`config.mk`:
```
export PLATFORM = sky130hd
export DESIGN_NAME = padctl_top
export DESIGN_NICKNAME = d
export VERILOG_FILES = /design/src/rtl/padctl_pkg.sv /design/src/rtl/padctl_sync.sv /design/src/rtl/padctl_regs.sv /design/src/rtl/padctl_mux.sv /design/src/rtl/padctl_top.sv
export SDC_FILE = /design/constraint.sdc
export NUM_CORES = 1
export LEC_CHECK = 0
export BUFFER_PORTS_ARGS = -buffer_cell sky130_fd_sc_hd__buf_2
export CORE_MARGIN = 5
export CORE_UTILIZATION = 30
export CTS_BUF_LIST = sky130_fd_sc_hd__clkbuf_8 sky130_fd_sc_hd__clkbuf_16
export DETAILED_ROUTE_END_ITERATION = 6
export PLACE_DENSITY_LB_ADDON = 0.25
export SLEW_MARGIN = 15
export SYNTH_ARGS = -nofsm -noshare
export SYNTH_HDL_FRONTEND = slang
export SYNTH_SLANG_ARGS = --single-unit
```
`constraint.sdc`:
```
create_clock -name clk -period 1.6 [get_ports clk]
set_clock_uncertainty 0.05 [all_clocks]
set_input_delay 0.08 -clock clk [delete_from_list [all_inputs] [get_ports clk]]
set_output_delay 0.08 -clock clk [all_outputs]
set_load 0.03 [all_outputs]
```
`src/rtl/padctl_pkg.sv`:
```
package padctl_pkg;
  typedef enum logic [1:0] {
    A_DIR   = 2'd0,
    A_LVL   = 2'd1,
    A_STATE = 2'd2,
    A_SDIR  = 2'd3
  } reg_addr_e;
endpackage

```
`src/rtl/padctl_sync.sv`:
```
module padctl_sync #(
  parameter int WIDTH = 22
) (
  input  logic             clk,
  input  logic             rst,
  input  logic [WIDTH-1:0] d,
  output logic [WIDTH-1:0] q
);
  logic [WIDTH-1:0] mid;

  always_ff @(posedge clk) begin
    if (rst) begin
      mid <= '0;
      q   <= '0;
    end else begin
      mid <= d;
      q   <= mid;
    end
  end

  // second stage carries what the first stage held one cycle before
  p_sync_chain_r6: assert property (@(posedge clk) disable iff (rst)
    1'b1 |=> q == $past(mid));
endmodule

```
`src/rtl/padctl_regs.sv`:
```
module padctl_regs
  import padctl_pkg::*;
#(
  parameter int WIDTH = 22
) (
  input  logic             clk,
  input  logic             rst,
  input  logic             sleep,
  input  logic             wr,
  input  logic [1:0]       addr,
  input  logic [WIDTH-1:0] wdata,
  input  logic [WIDTH-1:0] state,
  output logic [WIDTH-1:0] dir_q,
  output logic [WIDTH-1:0] lvl_q,
  output logic [WIDTH-1:0] sdir_q,
  output logic [WIDTH-1:0] rdata
);
  reg_addr_e a;
  assign a = reg_addr_e'(addr);

  // direction and level: cleared by system reset and by sleep-entry reset
  always_ff @(posedge clk) begin
    if (rst || sleep) begin
      dir_q <= '0;
      lvl_q <= '0;
    end else if (wr) begin
      if (a == A_DIR) dir_q <= wdata;
      if (a == A_LVL) lvl_q <= wdata;
    end
  end

  // sleep direction: deliberately without reset
  always_ff @(posedge clk) begin
    if (wr && a == A_SDIR) sdir_q <= wdata;
  end

  always_ff @(posedge clk) begin
    if (rst) rdata <= '0;
    else begin
      case (a)
        A_DIR:   rdata <= dir_q;
        A_LVL:   rdata <= lvl_q;
        A_STATE: rdata <= state;
        default: rdata <= sdir_q;
      endcase
    end
  end

  // sleep holds the normal registers cleared
  p_sleep_clears_r9: assert property (@(posedge clk) disable iff (rst)
    sleep |=> (dir_q == '0) && (lvl_q == '0));

  // sleep direction only moves on its own write
  p_sdir_hold_r8: assert property (@(posedge clk) disable iff (rst)
    !(wr && addr == 2'd3) |=> $stable(sdir_q));

  // address 2 write leaves direction and level alone
  p_state_ro_r11: assert property (@(posedge clk) disable iff (rst)
    (wr && addr == 2'd2 && !sleep) |=> $stable(dir_q) && $stable(lvl_q));
endmodule

```
`src/rtl/padctl_mux.sv`:
```
module padctl_mux #(
  parameter int WIDTH     = 22,
  parameter int DED_PINS  = 2,
  parameter int SER_PORTS = 3,
  localparam int NUM_EN   = 2 * SER_PORTS + 1,
  localparam int SER_END  = DED_PINS + 2 * SER_PORTS
) (
  input  logic              clk,
  input  logic              rst,
  input  logic              sleep,
  input  logic [NUM_EN-1:0] unit_en,
  input  logic [WIDTH-1:0]  dir_q,
  input  logic [WIDTH-1:0]  lvl_q,
  input  logic [WIDTH-1:0]  sdir_q,
  input  logic [WIDTH-1:0]  per_out,
  input  logic [WIDTH-1:0]  per_oe,
  output logic [WIDTH-1:0]  pad_out,
  output logic [WIDTH-1:0]  pad_oe
);
  logic [WIDTH-1:0] own;

  for (genvar i = 0; i < WIDTH; i++) begin : g_pin
    if (i < DED_PINS) begin : g_ded
      assign own[i] = 1'b1;
      // dedicated pads follow the peripheral outside sleep
      p_ded_follow_r5: assert property (@(posedge clk) disable iff (rst)
        !sleep |=> pad_oe[i] == $past(per_oe[i]) && pad_out[i] == $past(per_out[i]));
    end else if (i < SER_END) begin : g_ser
      assign own[i] = unit_en[i - DED_PINS];
    end else begin : g_disp
      assign own[i] = unit_en[NUM_EN-1];
    end

    // owned pads mirror the peripheral one edge later
    p_owned_r2: assert property (@(posedge clk) disable iff (rst)
      (!sleep && own[i]) |=> pad_out[i] == $past(per_out[i]) && pad_oe[i] == $past(per_oe[i]));
    // released pads follow software direction and level
    p_free_r3: assert property (@(posedge clk) disable iff (rst)
      (!sleep && !own[i]) |=> pad_out[i] == $past(lvl_q[i]) && pad_oe[i] == $past(dir_q[i]));
  end

  always_ff @(posedge clk) begin
    if (sleep) begin
      pad_oe  <= sdir_q;
      pad_out <= '0;
    end else if (rst) begin
      pad_oe  <= '0;
      pad_out <= '0;
    end else begin
      pad_oe  <= (own & per_oe)  | (~own & dir_q);
      pad_out <= (own & per_out) | (~own & lvl_q);
    end
  end

  // sleep drives low and applies the sleep direction
  p_sleep_low_r7: assert property (@(posedge clk) disable iff (rst)
    sleep |=> pad_out == '0);
  p_sleep_oe_r7: assert property (@(posedge clk) disable iff (rst)
    sleep |=> pad_oe == $past(sdir_q));
endmodule

```
`src/rtl/padctl_top.sv`:
```
module padctl_top #(
  parameter int NUM_PINS  = 22,
  parameter int DED_PINS  = 2,
  parameter int SER_PORTS = 3,
  localparam int NUM_EN   = 2 * SER_PORTS + 1
) (
  input  logic                clk,
  input  logic                rst,
  input  logic                bus_wr,
  input  logic [1:0]          bus_addr,
  input  logic [NUM_PINS-1:0] bus_wdata,
  output logic [NUM_PINS-1:0] bus_rdata,
  input  logic [NUM_EN-1:0]   unit_en,
  input  logic [NUM_PINS-1:0] per_out,
  input  logic [NUM_PINS-1:0] per_oe,
  input  logic [NUM_PINS-1:0] pad_in,
  output logic [NUM_PINS-1:0] pad_out,
  output logic [NUM_PINS-1:0] pad_oe,
  input  logic                sleep_req
);
  logic [NUM_PINS-1:0] state_s, dir_q, lvl_q, sdir_q;

  padctl_sync #(.WIDTH(NUM_PINS)) u_sync (
    .clk(clk), .rst(rst), .d(pad_in), .q(state_s)
  );

  padctl_regs #(.WIDTH(NUM_PINS)) u_regs (
    .clk(clk), .rst(rst), .sleep(sleep_req), .wr(bus_wr), .addr(bus_addr),
    .wdata(bus_wdata), .state(state_s), .dir_q(dir_q), .lvl_q(lvl_q),
    .sdir_q(sdir_q), .rdata(bus_rdata)
  );

  padctl_mux #(.WIDTH(NUM_PINS), .DED_PINS(DED_PINS), .SER_PORTS(SER_PORTS)) u_mux (
    .clk(clk), .rst(rst), .sleep(sleep_req), .unit_en(unit_en),
    .dir_q(dir_q), .lvl_q(lvl_q), .sdir_q(sdir_q),
    .per_out(per_out), .per_oe(per_oe), .pad_out(pad_out), .pad_oe(pad_oe)
  );
endmodule

```
==> qor.yml <==
status: "complete, no violations"
cts_hold_buf: 99
syn_avg_cell_area_um2: 12.02
first_iter_violations: 154
synth_ff_type: "dfxtp_1"
io_pins: 167
finalSetupViolCount: 0
power_leakage_nw: 4.090
syn_nets: 652
grt_start_max_net_pins: 46
rsz0062_at_grt: "false"
overflow: 0
p_sw_share_pct: 24.97
period_needed_ns: 1.310
routabilityCongestion: 0.7460
cp_data_arrival_time_ns: 1.61
finalWirelength_um: 18200
min_period_over_period_pct: 81.86
vias: 4962
fp.dieW_um: 158.6
clk_path_buf_depth: 2
ys_ff_latch: 176
peakVddDrop_v: 0.0007222
cpMaxStageDelayCell: "dlygate4sd3_1"
ant_nets: 0
relSlewSlack_pct: 60.32
synthSimpleGateAreaFrac_pct: 16.40
cts_resized: 0
critical_path_class: "reg2reg"
antennaDiodeCount: 0
postCtsSetupBuffers: 0
cp_max_fo: 3
antenna_found_initial: 1
drc: 0
synth_edf_count: 22
synth_adder_area_share_pct: 0
io_buffers: 166
numCtsBuffers: 17
max_stage_delay_ns: 0.55
layout.nets: 915
path_delay_family: "buffers and inverters"
row_count: 54
wire_per_inst_um: 16.44
design.core.area_um2: 21760
hold_viol: 0
p_int_w: 0.007186
fp.dieH_um: 158.6
ys_warn_count: 0
synth_mux_area_share_pct: 19.35
cts_tree: "yes"
hp-class: "in2reg"
p_seq_share_pct: 49.2
cp.required_ns: 1.90
synth_area_um2: 6623
path_cells: "mux2i_1 > dlygate4sd3_1 > o21ai_0"
ys_top_cells_by_area: "dfxtp_1 (47%), mux2i_1 (19%), edfxtp_1 (10%)"
fillCellCount: 2104
clk_pin_slew_worst_paths_ns: 0.06
worstMarginPinSlew_ns: 0.5952
layout-drive-gt1-share_pct: 26.96
initial_core_util_pct: 30.44
start_kind: "flip-flop"
grt_pass1_wl_um: 27480
yosys.area.top_type_share_pct: 46.55
yosysUniqueCellTypes: 25
drv_slew: 0
critPathCaptureType: "flip-flop"
finalSetupTns_ns: 0
async_flop_share_pct: 0
synth_top_family_by_area: "multiplexers"
finish.utilization_pct: 42.63
post_drt_via_cell_ratio: 4.482
synthToLayoutAreaGrowth_pct: 40.03
firstDrtPassIters: 4
seqCellArea_um2: 3744
grt_pass1_vias: 5149
power_switching_w: 0.002391
fmax_mhz: 763.5
place_hpwl_um: 12920
pwr-share-comb_pct: 11.2
synth-xor-area-share_pct: 0
grt_usage_pct: 14.34
synth_top_area_cell: "dfxtp_1"
htreeDepth: 4
multi_input_comb_area_um2: 2629
clkPwrFrac_pct: 39.7
clock-sinks: 176
insertion_delay_ns: 0.43
synth_cells: 551
p_per_area_nw_per_um2: 1033
dieArea_um2: 25150
cap_violations: 0
root_buffer: "clkbuf_16"
crit_buf_inv: 1
synth_compound_area_share_pct: 3.854
ys_seq_area_share_pct: 56.53
-- cells by family after synthesis --
family                 count (synthesis)
DFF                                  176
and+or+nand+nor                      161
muxes                                128
AOI/OAI and AO/OA                     44
buffers and inverters                 42
-- worst register-to-register path, delay by kind of cell, from the launching register on --
kind | cells | cell delay [ns]
buffers and inverters | 1 | 0.55
DFF | 1 | 0.40
AOI/OAI and AO/OA | 1 | 0.14
muxes | 1 | 0.09
-- cell usage in the layout, fill, tap and decap left out, drive strengths merged, types with 4 or more instances in the layout --
cell type,instances
buf,187
dlygate4sd3,99
o22ai,22
nand2,20
or3b,67
edfxtp,22
nor2,21
mux2i,128
dfxtp,154
clkbuf,18
nor2b,44
inv,10
clkinv,4
o21ai,20
-- final timing paths --
path	start	end	slack, ns	cells past startpoint
worst max-delay path	u_regs.dir_q[7]	u_mux.pad_oe[7]	0.29	3
worst min-delay path	per_oe[19]	u_mux.pad_oe[19]	0.01	3
worst max register to register	u_regs.dir_q[7]	u_mux.pad_oe[7]	0.29	3
worst min register to register	u_sync.mid[18]	u_sync.q[18]	0.39	1
-- Yosys cell counts (all sizes together) (2+ instances only) --
cell type,count
or2,2
nor2,21
or3b,67
nand2,20
dfxtp,154
clkbuf,19
buf,23
and2,2
nor2b,44
edfxtp,22
o22ai,22
o21ai,20
a22o,2
mux2i,128
-- through the flow --
| step | instance area, um^2 | cells | total power [W] | setup WS, ns | hold WS, ns |
|---|---|---|---|---|---|
| floorplan | 6623 | 551 | 0.005340 | 0.1338 | 0.1289 |
| global placement | 7754 | 976 | 0.005685 | 0.2689 | 0.2197 |
| detailed placement | 7754 | 976 | 0.005703 | 0.2397 | 0.2208 |
| CTS | 9274 | 1107 | 0.009679 | 0.3070 | 0.01362 |
| global route | 9274 | 1107 | 0.009956 | 0.2111 | 0.03445 |
| finish | 9274 | 1107 | 0.009578 | 0.2902 | 0.01379 |
-- per-layer routing --
metal  wire length (um)  vias to the layer above  GRT usage (%)
met4                387                        0          6.093
li1                   -                     2465              -
met3                851                       32          3.071
met1               7937                     2348          17.79
met2               9020                      117          24.10
met5                  0                        -              0
-- cell type report --
class,instances,area share (%)
clock inverters,14,0.9714
multi-input cells,333,28.35
clock buffers,18,4.736
well taps,280,3.778
repair buffers,286,21.80
flip-flops and latches,176,40.37
-- power groups by stage --
| stage | Combinational [W] | Clock [W] | Sequential, W |
|---|---|---|---|
| CTS | 0.00108 | 0.00388 | 0.00471 |
| global placement | 0.000875 | 0 | 0.00481 |
| finish | 0.00107 | 0.00380 | 0.00471 |
| global route | 0.00116 | 0.00407 | 0.00472 |
| floorplan | 0.000402 | 0 | 0.00494 |
| detailed placement | 0.000892 | 0 | 0.00481 |
-- flip-flops by register name, indices dropped and copies added (netlist names) --
register and flops:
u_regs.lvl_q 22, u_regs.sdir_q 22, u_sync.mid 22, u_regs.dir_q 22, u_mux.pad_out 22, u_mux.pad_oe 22, u_sync.q 22, u_regs.rdata 22
Note: power is estimated with default switching activity, not from simulation.
